===== config.mk =====
export PLATFORM = sky130hd
export DESIGN_NAME = debounce_filter
export DESIGN_NICKNAME = d
export VERILOG_FILES = /design/src/rtl/dbf_pkg.sv /design/src/rtl/dbf_cfg_decode.sv /design/src/rtl/dbf_stab_counter.sv /design/src/rtl/debounce_filter.sv
export SDC_FILE = /design/constraint.sdc
export NUM_CORES = 1
export LEC_CHECK = 0
export BUFFER_PORTS_ARGS = -buffer_cell sky130_fd_sc_hd__buf_2
export CAP_MARGIN = 40
export CORE_UTILIZATION = 50
export DETAILED_ROUTE_END_ITERATION = 16
export GPL_TIMING_DRIVEN = 1
export PLACE_DENSITY = 0.73
export RECOVER_POWER = 100
export SYNTH_ARGS = -nofsm -noshare
export SYNTH_HDL_FRONTEND = slang
export SYNTH_SLANG_ARGS = --single-unit

===== constraint.sdc =====
create_clock -name clk -period 2.8 [get_ports clk]
set_clock_uncertainty 0.05 [all_clocks]
set_input_delay 0.56 -clock clk [delete_from_list [all_inputs] [get_ports clk]]
set_output_delay 0.56 -clock clk [all_outputs]
set_load 0.05 [all_outputs]

===== src/rtl/dbf_pkg.sv =====
`timescale 1ns/1ps
package dbf_pkg;

  typedef enum logic {
    DBF_BYPASS = 1'b0,
    DBF_ACTIVE = 1'b1
  } dbf_mode_e;

  // Window length in ticks for an exponent code: 2^code.
  function automatic int unsigned dbf_window_ticks(input int unsigned code);
    return 32'd1 << code;
  endfunction

endpackage


===== src/rtl/dbf_cfg_decode.sv =====
`timescale 1ns/1ps
module dbf_cfg_decode #(
  parameter int CODE_LSB = 5,
  parameter int CODE_W   = 3,
  parameter int CNT_W    = 1 << CODE_W
) (
  input  logic [CODE_LSB+CODE_W:CODE_LSB] ctl_bits,
  output dbf_pkg::dbf_mode_e              mode,
  output logic [CODE_W-1:0]               code,
  output logic [CNT_W-1:0]                window
);
  localparam int EN_POS = CODE_LSB + CODE_W;

  always_comb begin
    code   = ctl_bits[EN_POS-1:CODE_LSB];
    mode   = ctl_bits[EN_POS] ? dbf_pkg::DBF_ACTIVE : dbf_pkg::DBF_BYPASS;
    window = CNT_W'(dbf_pkg::dbf_window_ticks(int'(code)));
  end

  // The window for any code is a single power of two.
  always_comb begin
    p_window_onehot_r1: assert ($onehot0(window) && window != '0)
      else $error("window not a power of two");
  end
endmodule


===== src/rtl/dbf_stab_counter.sv =====
`timescale 1ns/1ps
module dbf_stab_counter #(
  parameter int CODE_W = 3,
  parameter int CNT_W  = 1 << CODE_W
) (
  input  logic              clk,
  input  logic              rst_n,
  input  logic              active,
  input  logic              differ,
  input  logic              tick,
  input  logic [CODE_W-1:0] code,
  input  logic [CNT_W-1:0]  window,
  output logic [CNT_W-1:0]  cnt,
  output logic              code_chg,
  output logic              restart,
  output logic              expire
);
  logic [CODE_W-1:0] code_q;
  logic              last_tick;

  assign code_chg  = active && (code != code_q);
  assign restart   = !active || !differ || code_chg;
  assign last_tick = (cnt == window - CNT_W'(1));
  assign expire    = !restart && tick && last_tick;

  always_ff @(posedge clk) begin
    code_q <= code;
    if (!rst_n || restart || expire) begin
      cnt <= '0;
    end else if (tick) begin
      cnt <= cnt + CNT_W'(1);
    end
  end

  p_expire_needs_tick_r9: assert property (@(posedge clk) disable iff (!rst_n)
    expire |-> tick);
  p_cnt_in_window_r3: assert property (@(posedge clk) disable iff (!rst_n)
    (active && !code_chg) |-> (cnt < window));
  p_bypass_idle_r2: assert property (@(posedge clk) disable iff (!rst_n)
    !active |=> (cnt == '0));
  p_match_restart_r5: assert property (@(posedge clk) disable iff (!rst_n)
    (active && !differ) |=> (cnt == '0));
  p_code_restart_r6: assert property (@(posedge clk) disable iff (!rst_n)
    code_chg |=> (cnt == '0));
  p_no_tick_hold_r9: assert property (@(posedge clk) disable iff (!rst_n)
    (!tick && !restart) |=> $stable(cnt));
endmodule


===== src/rtl/debounce_filter.sv =====
`timescale 1ns/1ps
module debounce_filter #(
  parameter int CODE_LSB = 5,
  parameter int CODE_W   = 3
) (
  input  logic                            clk,
  input  logic                            rst_n,
  input  logic                            tick_ms,
  input  logic                            raw_sync,
  input  logic [CODE_LSB+CODE_W:CODE_LSB] ctl_bits,
  output logic                            level_out
);
  localparam int CNT_W = 1 << CODE_W;

  dbf_pkg::dbf_mode_e mode;
  logic [CODE_W-1:0]  code;
  logic [CNT_W-1:0]   window;
  logic [CNT_W-1:0]   cnt;
  logic               active, differ, code_chg, restart, expire;
  logic               filt_q;

  dbf_cfg_decode #(.CODE_LSB(CODE_LSB), .CODE_W(CODE_W), .CNT_W(CNT_W)) u_cfg (
    .ctl_bits (ctl_bits),
    .mode     (mode),
    .code     (code),
    .window   (window)
  );

  assign active = (mode == dbf_pkg::DBF_ACTIVE);
  assign differ = (raw_sync != filt_q);

  dbf_stab_counter #(.CODE_W(CODE_W), .CNT_W(CNT_W)) u_cnt (
    .clk      (clk),
    .rst_n    (rst_n),
    .active   (active),
    .differ   (differ),
    .tick     (tick_ms),
    .code     (code),
    .window   (window),
    .cnt      (cnt),
    .code_chg (code_chg),
    .restart  (restart),
    .expire   (expire)
  );

  // Filtered level: tracks raw in reset and bypass, flips on window expiry.
  always_ff @(posedge clk) begin
    if (!rst_n || !active || expire) begin
      filt_q <= raw_sync;
    end
  end

  assign level_out = active ? filt_q : raw_sync;

  p_hold_between_expiries_r4: assert property (@(posedge clk) disable iff (!rst_n)
    (active && !expire) |=> $stable(filt_q));
  p_expiry_flips_r3: assert property (@(posedge clk) disable iff (!rst_n)
    expire |=> (filt_q != $past(filt_q)));
  p_expiry_only_when_differ_r5: assert property (@(posedge clk) disable iff (!rst_n)
    expire |-> differ);
endmodule


# --- Word-level counts from Yosys, hierarchy flattened ---
# Index checks and enable logic that the tools add are counted.
totals:
  out_inout_bits: 1
  ff_bits: 12
  input_bits: 8
op_classes:
  reduce_logical: 13
  n_shift: 1
  eq_ne: 3
  mux: 2
  add_sub_neg: 2
op_table:
  columns: ["operator", "n"]
  rows:
  - ["$add 8x1->8 const B", 1]
  - ["$eq 8x8->1", 1]
  - ["$shl 1x3->8 const A", 1]
  - ["$sub 8x1->8 const B", 1]
  - ["$logic_or 1x1->1", 6]
  - ["$logic_not 1->1", 4]
  - ["$logic_and 1x1->1", 3]
  - ["$ne 3x3->1", 1]
  - ["$mux 1", 2]
  - ["$ne 1x1->1", 1]

# --- Logic depth before layout (Yosys ltp) ---
# Gate-level depths: netlist of run 1.
depth:
  ltp_word: 8
  ltp_mapped: 9
  mapped_depth_nobuf: 8

# --- Hierarchy ---
# A second synthesis of run 1 with hierarchy kept.
unflattened:
  cells_unflattened: 112
  hier_area_um2: 930.9
modules_own_cells:
  columns: ["mod", "cells_each", "seq_area_each_um2", "area_per_inst_um2", "instances"]
  rows:
  - ["dbf_stab_counter", 96, 220.2, 774.5, 1]
  - ["dbf_cfg_decode", 12, 0.0, 95.1, 1]
  - ["debounce_filter", 4, 30.0, 61.3, 1]

# --- Least setup slack after synthesis of run 1 ---
# Ideal clock, no wire load.
synth_path:
  path_type: "input to register"
  start: "input port ctl_bits[5] in the netlist's numbering"
  end: "register filt_q, enable pin"
  cell_stages: 8
  arrival_ps: 2523
  path_buffers: 1
  t_required_ps: 2459
  path_slack_ps: -63
  path_cell_list: "buf_4 > or3_1 > ha_1 > or4b_1 > o221ai_2 > xor2_2 > a211oi_4 > a21o_1"
synth_between:
  elab_chain_len: 7
synth_lines:
  columns: ["item", "line_no", "rtl"]
  rows:
  - ["from (decl)", "debounce_filter.sv:10", "input logic [CODE_LSB+CODE_W:CODE_LSB] ctl_bits,"]
  - ["branches (longest 5 deep; another with $sub 8x1->8)", null, null]
  - ["$logic_and 1x1->1 *", "dbf_stab_counter.sv:24", "assign expire = !restart && tick && last_tick;"]
  - ["$logic_or 1x1->1 *", "debounce_filter.sv:48", "if (!rst_n || !active || expire) begin"]
  - ["to (signal assigned)", "debounce_filter.sv:49", "filt_q <= raw_sync;"]
  - ["to (decl)", "debounce_filter.sv:20", "logic filt_q;"]
# Mark *: on every way between the ends.
# A chain may end at the register's enable or synchronous reset.

# --- Worst setup path in the final report of run 1 ---
# Ends and elaborated chain as after synthesis.

==> flow_metrics.py, run 1 <==
metrics = {
    "worst_setup_path": {
        "crit_path_max_incr_delay_ns": 0.35,
        "path_class": "in -> reg",
        "timing.rr.start": "u_cnt.cnt[3]$_SDFFE_PP0P_",
        "cp.required_ns": 2.76,
        "critical_path.max_fanout": 9,
        "crit_start": "ctl_bits[5]",
        "rrSetupSlack_ns": 0.93,
        "crit_end": "filt_q$_DFFE_PP_",
        "timing.rr.end": "filt_q$_DFFE_PP_",
        "endpoint_kind": "flop",
        "reg2reg_depth": 5,
        "crit_chain": "buf_2 > clkbuf_1 > nand2_1 > ha_4 > xnor2_1 > nor4b_1 > o211ai_1 > a211oi_4 > a21o_1",
        "worstSetupStartpointType": "input pin",
        "critPathArrivalTime_ns": 2.50,
        "cp_slowest_cell": "nor4b_1",
    },
    "cells_and_area": {
        "fill_cells": 138,
        "area_growth_pct": 13.53,
        "instances_no_fill": 113,
        "final_nets": 109,
        "final_common_cell": "dfxtp_1",
        "mostFrequentLayoutCells": "dfxtp_1 (11), nor3_1 (8), xnor2_1 (7), xor2_1 (7), nand2_1 (6)",
        "final_util_pct": 64.56,
        "diodes": 0,
        "drive_gt1_share_pct": 20.41,
    },
    "drt": {
        "ant_nets": 0,
        "drc": 0,
        "wl_per_cell_um": 14.54,
        "drt_first_pass_iters": 4,
        "drtIter0Drc": 20,
        "drt-vias-per-instance": 5.619,
        "wirelength_um": 1643,
        "via_count": 635,
    },
    "clocking": {
        "cts-root-buf": "clkbuf_4",
        "cts-resized-gates": 0,
        "postCtsHoldBufs": 0,
        "cts_sinks": 12,
        "cts_buffers": 3,
        "tritoncts": "done",
        "worstSkewPairLatency_ns": 0.29,
        "clockBufferDepth": 2,
        "path_clk_slew_ns": 0.08,
        "post_cts_buffers": 0,
        "ctsHtreeMaxLevel": 1,
    },
    "timing": {
        "fin_crit_ns": 2.543,
        "fin_crit_sh_pct": 90.82,
        "rsz0062_at_grt": "no",
        "slew_viol_final": 0,
        "fmax_ghz": 0.3932,
        "hold_viol": 0,
        "slew-limit-headroom_pct": 60.70,
        "worstMarginPinSlew_ns": 0.5921,
        "setup_slack_ns": 0.2570,
        "tns_ns": 0,
        "finalSetupViolCount": 0,
    },
    "logic_synthesis": {
        "synthCells": 85,
        "yosys.area.top_type": "dfxtp_1",
        "syn-num-nets": 95,
        "synthTopCellsByArea": "dfxtp_1 (28%), xnor2_1 (7.9%), xor2_1 (7.9%)",
        "syn_area_per_cell_um2": 9.141,
        "synth.distinct_cells": 36,
        "synth_top_area_share_pct": 28.34,
        "ys_seq_area_share_pct": 32.21,
        "yosysWarnings": 0,
        "ys_ff_latch": 12,
        "synth.cell_area_um2": 777.0,
    },
    "die": {
        "die_y_um": 41.42,
        "die-width_um": 41.42,
        "initial_core_util_pct": 56.87,
        "boundaryPins": 9,
        "die_area_mm2": 0.001716,
        "rows": 13,
        "core_area_mm2": 0.001366,
    },
    "power_and_ir_drop": {
        "p_seq_share_pct": 46.4,
        "leakagePower_nw": 0.3124,
        "power.clock.fraction_pct": 37.5,
        "internal_power_w": 0.0002835,
        "p_sw_w": 0.0001021,
        "combinationalPowerShare_pct": 16.1,
        "ir_drop_v": 0.0002237,
        "p_sw_share_pct": 26.49,
        "powerDensity_mw_per_mm2": 437.1,
    },
    "placed_design": {
        "io_buffers": 8,
        "dp_cells": 109,
        "gp_congestion": 0.7156,
        "pre_cts_ws_ns": 0.04722,
        "hpwl_um": 1220,
    },
    "grt": {
        "grt_pass1_wl_um": 2829,
        "gr-usage-all-layers_pct": 21.79,
        "grt_max_degree": 10,
        "grt_remaining_overflow": 0,
        "grt_pass1_vias": 639,
        "antenna_found_initial": 0,
    },
    "run_status": {
        "outcome": "completed",
    },
    "min_path": {
        "min_path_type": "in -> reg",
        "holdPathStages": 1,
    },
    "run": {
        "cap_violations": 0,
    },
}
## logic make-up (layout without fill, tap and decap cells)
| logic type | after synthesis | count (layout) | synth area share [%] |
|---|---|---|---|
| mux | 2 | 2 | 2.737 |
| flops | 12 | 12 | 32.21 |
| simple gates | 39 | 39 | 27.70 |
| xor+xnor | 15 | 15 | 17.88 |
| compound gates | 10 | 10 | 11.92 |
| buf+inv | 5 | 18 | 4.346 |
| fa+ha+maj | 2 | 2 | 3.220 |
## stage by stage
| step | total power, W | area [µm²] | hold slack [ns] |
|---|---|---|---|
| 2_1_floorplan | 0.0002330 | 794.5 | 0.4427 |
| 3_3_place_gp | 0.0002460 | 860.8 | 0.4838 |
| 3_5_place_dp | 0.0002478 | 860.8 | 0.4863 |
| 4_1_cts | 0.0003935 | 897.1 | 0.3806 |
| 5_1_grt | 0.0004030 | 882.1 | 0.4255 |
| 6_report | 0.0003856 | 882.1 | 0.4288 |
## state kept, by name, summed over array words and instances, names as in the netlist
| name | count |
|---|---|
| u_cnt.code_q | 3 |
| filt_q | 1 |
| u_cnt.cnt | 8 |
## routing by layer
layer / vias to the layer above / GRT usage (%) / part of all wire [%]
met5: - / 0 / 0
met4: 0 / 11.61 / 2.4
met3: 6 / 5.217 / 2.7
met2: 7 / 37.19 / 50
met1: 293 / 24.80 / 45
li1: 329 / - / -
## power groups by stage
stage | Combinational, W | Clock (W) | Sequential (W)
2_1_floorplan | 0.0000505 | 0 | 0.000182
3_3_place_gp | 0.0000631 | 0 | 0.000183
3_5_place_dp | 0.0000649 | 0 | 0.000183
4_1_cts | 0.0000654 | 0.000149 | 0.000179
5_1_grt | 0.0000679 | 0.000156 | 0.000179
6_report | 0.0000621 | 0.000145 | 0.000179
## cell usage after synthesis
cell / n
o21ai_0: 1
xor2_1: 7
xor2_2: 1
or4b_1: 1
clkbuf_1: 1
nor3b_1: 1
or2_2: 2
xnor2_1: 7
or3_1: 1
mux2i_1: 1
nor2b_1: 1
edfxtp_1: 1
nand4_1: 3
a211oi_4: 1
buf_4: 2
and3_1: 1
o221ai_2: 1
a21oi_1: 1
dfxtp_1: 11
ha_1: 2
o32ai_1: 1
nand3_1: 5
nor2_1: 5
or3_4: 1
o21a_1: 1
nor4b_1: 2
nand2b_1: 2
buf_6: 1
o311ai_1: 1
inv_1: 1
a21o_1: 1
nand2_1: 6
mux2_2: 1
o211ai_1: 1
o31ai_1: 1
nor3_1: 8
## layout make-up
| class | instances | area (µm²) | area share [%] |
|---|---|---|---|
| Clock buffer | 4 | 36.28 | 4.113 |
| Inverter | 1 | 3.754 | 0.4255 |
| Multi-Input combinational cell | 68 | 504.2 | 57.16 |
| Sequential cell | 12 | 250.2 | 28.37 |
| Tap cell | 15 | 18.77 | 2.128 |
| Timing Repair Buffer | 13 | 68.82 | 7.801 |
## how the worst min path moves through the flow
| stage | to | from | slack [ns] |
|---|---|---|---|
| 2_1_floorplan | u_cnt.cnt[6]$_SDFFE_PP0P_ | u_cnt.cnt[6]$_SDFFE_PP0P_ | 0.44 |
| 3_3_place_gp | u_cnt.cnt[6]$_SDFFE_PP0P_ | u_cnt.cnt[6]$_SDFFE_PP0P_ | 0.48 |
| 3_5_place_dp | u_cnt.cnt[6]$_SDFFE_PP0P_ | u_cnt.cnt[6]$_SDFFE_PP0P_ | 0.49 |
| 4_1_cts | u_cnt.code_q[1]$_DFF_P_ | ctl_bits[6] | 0.38 |
| 5_1_grt | u_cnt.code_q[1]$_DFF_P_ | ctl_bits[6] | 0.43 |
| 6_report | u_cnt.code_q[1]$_DFF_P_ | ctl_bits[6] | 0.43 |
## critical path: cells and delay by family
kind	cells	cell delay (ns)
AO/OA/AOI/OAI	3	0.65
XOR/XNOR	1	0.11
adder cells (fa/ha/maj)	1	0.27
buffers and inverters	2	0.39
AND/OR/NAND/NOR	2	0.51
Note: power is estimated with default switching activity, not from simulation.
==> inputs of run 2 (changes only) <==
--- a/config.mk
+++ b/config.mk
@@ -12,6 +12,7 @@
 export GPL_TIMING_DRIVEN = 1
 export PLACE_DENSITY = 0.73
 export RECOVER_POWER = 100
+export SETUP_SLACK_MARGIN = 0.3
 export SYNTH_ARGS = -nofsm -noshare
 export SYNTH_HDL_FRONTEND = slang
 export SYNTH_SLANG_ARGS = --single-unit
==> flow_metrics.py, run 2 (synthesis results as in run 1) <==
metrics = {
    "clocking": {
        "cts-root-buf": "clkbuf_4",
        "worstSkewPairLatency_ns": 0.27,
        "cts_buffers": 3,
        "clockBufferDepth": 2,
        "path_clk_slew_ns": 0.08,
        "cts-resized-gates": 0,
        "post_cts_buffers": 0,
        "ctsHtreeMaxLevel": 1,
        "postCtsHoldBufs": 0,
        "cts_sinks": 12,
        "tritoncts": "done",
    },
    "cells_and_area": {
        "area_growth_pct": 14.01,
        "mostFrequentLayoutCells": "dfxtp_1 (11), nor3_1 (8), xnor2_1 (7), xor2_1 (7), nand2_1 (6)",
        "multi_input_area_um2": 510.5,
        "largest_register_ffs": 8,
        "seq_area_um2": 250.2,
        "final_common_cell": "dfxtp_1",
        "final_nets": 109,
        "diodes": 0,
        "drive_gt1_share_pct": 21.43,
        "top_regs": "u_cnt.cnt (8), u_cnt.code_q (3), filt_q (1)",
        "fill_cells": 121,
        "regMostFlops": "u_cnt.cnt",
    },
    "drt": {
        "ant_nets": 0,
        "wirelength_um": 1601,
        "drt-vias-per-instance": 5.805,
        "via_count": 656,
        "wl_per_cell_um": 14.17,
        "drt_first_pass_iters": 4,
        "drtIter0Drc": 12,
        "drc": 0,
    },
    "grt": {
        "gr-usage-all-layers_pct": 19.87,
        "antenna_found_initial": 0,
        "grt_pass1_wl_um": 2573,
        "grt_max_degree": 11,
        "grt_pass1_vias": 598,
        "grt_remaining_overflow": 0,
    },
    "timing": {
        "worstMarginPinSlew_ns": 0.5841,
        "fin_crit_ns": 2.537,
        "setup_slack_ns": 0.2629,
        "hold_viol": 0,
        "slew_viol_final": 0,
        "fin_crit_sh_pct": 90.61,
        "slew-limit-headroom_pct": 61.22,
        "tns_ns": 0,
        "finalSetupViolCount": 0,
        "rsz0062_at_grt": "no",
        "fmax_ghz": 0.3942,
    },
    "worst_setup_path": {
        "cp.required_ns": 2.74,
        "path_class": "in -> reg",
        "endpoint_kind": "flop",
        "critical_path.max_fanout": 9,
        "worstSetupStartpointType": "input pin",
        "critPathArrivalTime_ns": 2.48,
    },
    "die": {
        "die-width_um": 41.42,
        "boundaryPins": 9,
        "die_y_um": 41.42,
        "die_area_mm2": 0.001716,
        "core_area_mm2": 0.001366,
        "initial_core_util_pct": 56.87,
        "rows": 13,
    },
    "power_and_ir_drop": {
        "ir_drop_v": 0.0002757,
        "powerDensity_mw_per_mm2": 429.8,
        "total_power_w": 0.0003807,
        "leakagePower_nw": 0.3128,
    },
    "min_path": {
        "min_path_type": "in -> reg",
    },
    "placed_design": {
        "hpwl_um": 1192,
        "pre_cts_ws_ns": 0.08376,
        "gp_congestion": 0.8588,
        "io_buffers": 8,
    },
    "run": {
        "cap_violations": 0,
    },
    "run_status": {
        "outcome": "completed",
    },
}
## run 2: power by group
group / switching (W) / internal [W]
clock network: 0.0000596 / 0.0000790
logic: 0.0000356 / 0.0000274
registers: 0.00000240 / 0.000177
total: 0.0000976 / 0.000283
## run 2: layer usage
| layer | global-route usage [%] | wire length (µm) |
|---|---|---|
| met1 | 25.61 | 772 |
| met2 | 32.50 | 789 |
| met3 | 1.304 | 25 |
| met4 | 11.61 | 14 |
| met5 | 0 | 0 |
## run 2: worst paths after layout
check	slack [ns]	from	end	cells past startpoint
worst min register to register	0.52	u_cnt.cnt[6]$_SDFFE_PP0P_	u_cnt.cnt[6]$_SDFFE_PP0P_	2
worst min-delay path	0.44	ctl_bits[6]	u_cnt.code_q[1]$_DFF_P_	1
worst max register to register	1.02	u_cnt.cnt[3]$_SDFFE_PP0P_	filt_q$_DFFE_PP_	5
worst max-delay path	0.26	ctl_bits[5]	filt_q$_DFFE_PP_	9
## run 2: critical path: stages
cell      delay (ns)
buf_2           0.09
clkbuf_1        0.34
nand2_1         0.17
ha_4            0.22
or4b_1          0.48
o221ai_2        0.11
xor2_2          0.15
a211oi_4        0.23
a21o_1          0.14
## run 2: stage by stage
| stage | area, µm² | utilization [%] | instances | hold WS (ns) |
|---|---|---|---|---|
| 6_report | 885.9 | 64.84 | 113 | 0.4410 |
| 5_1_grt | 885.9 | 64.84 | 113 | 0.4444 |
| 4_1_cts | 897.1 | 65.66 | 113 | 0.3900 |
| 3_5_place_dp | 860.8 | 63.00 | 109 | 0.4916 |
| 3_3_place_gp | 860.8 | 63.00 | 109 | 0.4716 |
| 2_1_floorplan | 802.0 | - | 85 | 0.4427 |
## run 2: layout make-up
type | instances | area share (%)
sequential | 12 | 28.25
multi-input combinational | 68 | 57.63
clock buffer | 4 | 4.096
timing repair buffer | 13 | 7.486
inverter | 1 | 0.4237
tap | 15 | 2.119
==> inputs of run 3 (changes only) <==
--- a/config.mk
+++ b/config.mk
@@ -7,10 +7,9 @@
 export LEC_CHECK = 0
 export BUFFER_PORTS_ARGS = -buffer_cell sky130_fd_sc_hd__buf_2
 export CAP_MARGIN = 40
-export CORE_UTILIZATION = 50
+export CORE_UTILIZATION = 40
 export DETAILED_ROUTE_END_ITERATION = 16
 export GPL_TIMING_DRIVEN = 1
-export PLACE_DENSITY = 0.73
 export RECOVER_POWER = 100
 export SETUP_SLACK_MARGIN = 0.3
 export SYNTH_ARGS = -nofsm -noshare
==> flow_metrics.py, run 3 (synthesis results as in run 1) <==
metrics = {
    "run_status": {
        "outcome": "completed",
    },
    "timing": {
        "rsz0062_at_grt": "no",
        "slew-limit-headroom_pct": 60.92,
        "finalSetupViolCount": 0,
        "worstMarginPinSlew_ns": 0.5887,
        "fin_crit_sh_pct": 88.47,
        "fmax_ghz": 0.4037,
        "hold_viol": 0,
        "slew_viol_final": 0,
        "timing.hold.ws_ns": 0.4436,
        "tns_ns": 0,
        "fin_crit_ns": 2.477,
    },
    "die": {
        "boundaryPins": 9,
        "rows": 15,
        "die-width_um": 46.08,
        "die_area_mm2": 0.002123,
        "initial_core_util_pct": 44.04,
        "die_y_um": 46.08,
        "core_area_mm2": 0.001764,
    },
    "worst_setup_path": {
        "critical_path.max_fanout": 6,
        "reg2reg_depth": 5,
        "crit_family": "simple AND/OR/NAND/NOR gates",
        "cp_num_buf_inv": 1,
        "cp.required_ns": 2.75,
        "crit_chain": "clkbuf_1 > or3_4 > ha_2 > or4b_1 > o221ai_2 > xor2_2 > a211oi_4 > a21o_1",
        "crit_path_max_incr_delay_ns": 0.48,
        "cp.depth": 8,
        "cp_slowest_cell": "or4b_1",
        "critPathArrivalTime_ns": 2.43,
        "crit_end": "filt_q$_DFFE_PP_",
        "rrSetupSlack_ns": 1.02,
        "crit_start": "ctl_bits[6]",
        "endpoint_kind": "flop",
        "timing.rr.end": "filt_q$_DFFE_PP_",
        "path_class": "in -> reg",
        "worstSetupStartpointType": "input pin",
        "timing.rr.start": "u_cnt.cnt[3]$_SDFFE_PP0P_",
    },
    "clocking": {
        "worstSkewPairLatency_ns": 0.28,
        "cts_sinks": 12,
        "clockBufferDepth": 2,
        "path_clk_slew_ns": 0.07,
        "postCtsHoldBufs": 0,
        "tritoncts": "done",
        "ctsHtreeMaxLevel": 1,
        "cts-root-buf": "clkbuf_4",
        "cts_buffers": 3,
    },
    "drt": {
        "wirelength_um": 1442,
        "drc": 0,
        "drt-vias-per-instance": 5.211,
        "wl_per_cell_um": 11.72,
        "via_count": 641,
        "drt_first_pass_iters": 4,
        "drtIter0Drc": 12,
        "ant_nets": 0,
    },
    "placed_design": {
        "gp_congestion": 0.7358,
        "hpwl_um": 1091,
        "postPlaceCellArea_um2": 873.3,
        "io_buffers": 8,
    },
    "grt": {
        "grt_pass1_vias": 595,
        "antenna_found_initial": 0,
        "gr-usage-all-layers_pct": 18.09,
        "grt_max_degree": 10,
        "grt_remaining_overflow": 0,
        "grt_pass1_wl_um": 2642,
    },
    "cells_and_area": {
        "largest_register_ffs": 8,
        "regMostFlops": "u_cnt.cnt",
        "final_util_pct": 50.50,
        "area_growth_pct": 14.65,
        "postLayoutCellArea_um2": 890.9,
        "diodes": 0,
        "drive_gt1_share_pct": 21.43,
        "mostFrequentLayoutCells": "dfxtp_1 (11), nor3_1 (8), xnor2_1 (7), xor2_1 (7), nand2_1 (6)",
        "final_common_cell": "dfxtp_1",
        "final_nets": 109,
        "fill_cells": 175,
        "top_regs": "u_cnt.cnt (8), u_cnt.code_q (3), filt_q (1)",
    },
    "power_and_ir_drop": {
        "internal_power_w": 0.0002825,
        "p_sw_share_pct": 25.58,
        "p_sw_w": 0.00009711,
        "powerDensity_mw_per_mm2": 426.1,
        "combinationalPowerShare_pct": 15.7,
        "leakagePower_nw": 0.3115,
        "p_seq_share_pct": 47.2,
        "ir_drop_v": 0.0003257,
        "power.clock.fraction_pct": 37.1,
    },
    "min_path": {
        "min_path_type": "in -> reg",
    },
    "run": {
        "cap_violations": 0,
    },
}
==> run 3: worst min path at each step <==
| stage | startpoint | endpoint | slack, ns | depth (start not counted) |
|---|---|---|---|---|
| after global placement | u_cnt.cnt[6]$_SDFFE_PP0P_ | u_cnt.cnt[6]$_SDFFE_PP0P_ | 0.50 | 2 |
| after global routing | ctl_bits[7] | u_cnt.code_q[2]$_DFF_P_ | 0.44 | 1 |
| after detailed placement | u_cnt.cnt[6]$_SDFFE_PP0P_ | u_cnt.cnt[6]$_SDFFE_PP0P_ | 0.50 | 2 |
| after CTS | ctl_bits[7] | u_cnt.code_q[2]$_DFF_P_ | 0.41 | 1 |
| after floorplan | u_cnt.cnt[6]$_SDFFE_PP0P_ | u_cnt.cnt[6]$_SDFFE_PP0P_ | 0.44 | 2 |
| final | ctl_bits[7] | u_cnt.code_q[2]$_DFF_P_ | 0.44 | 1 |
==> run 3: power by group through the flow <==
stage	Clock [W]	Sequential [W]	Combinational, W
floorplan	0	0.000182	0.0000516
global placement	0	0.000183	0.0000633
detailed placement	0	0.000183	0.0000637
CTS	0.000144	0.000179	0.0000642
global route	0.000155	0.000180	0.0000663
finish	0.000141	0.000179	0.0000597
==> run 3: cell type report <==
type,instances,area (µm²),area share [%]
timing repair buffer,13,68.82,7.725
clock buffer,4,36.28,4.073
inverter,1,3.754,0.4213
sequential,12,250.2,28.09
multi-input combinational,68,500.5,56.18
tap,25,31.28,3.511
==> run 3: what timing repair did <==
action	4_1_cts	5_1_grt
setup endpoints to repair	0	1
resized for setup	0	0
buffers inserted	0	0
==> run 3: per-layer routing <==
metal / part of all wire (%) / global-route usage, %
met5: 0 / 0
met4: 2.6 / 10.59
met3: 3.0 / 4.706
met2: 43 / 25.63
met1: 52 / 24.51
==> run 3: through the flow <==
step | total power, W | setup slack, ns | instances
final | 0.0003796 | 0.3228 | 123
after global routing | 0.0004004 | 0.1944 | 123
after CTS | 0.0003871 | 0.3623 | 123
after detailed placement | 0.0002468 | 0.06089 | 119
after global placement | 0.0002463 | 0.09249 | 119
after floorplan | 0.0002340 | 0.03565 | 85
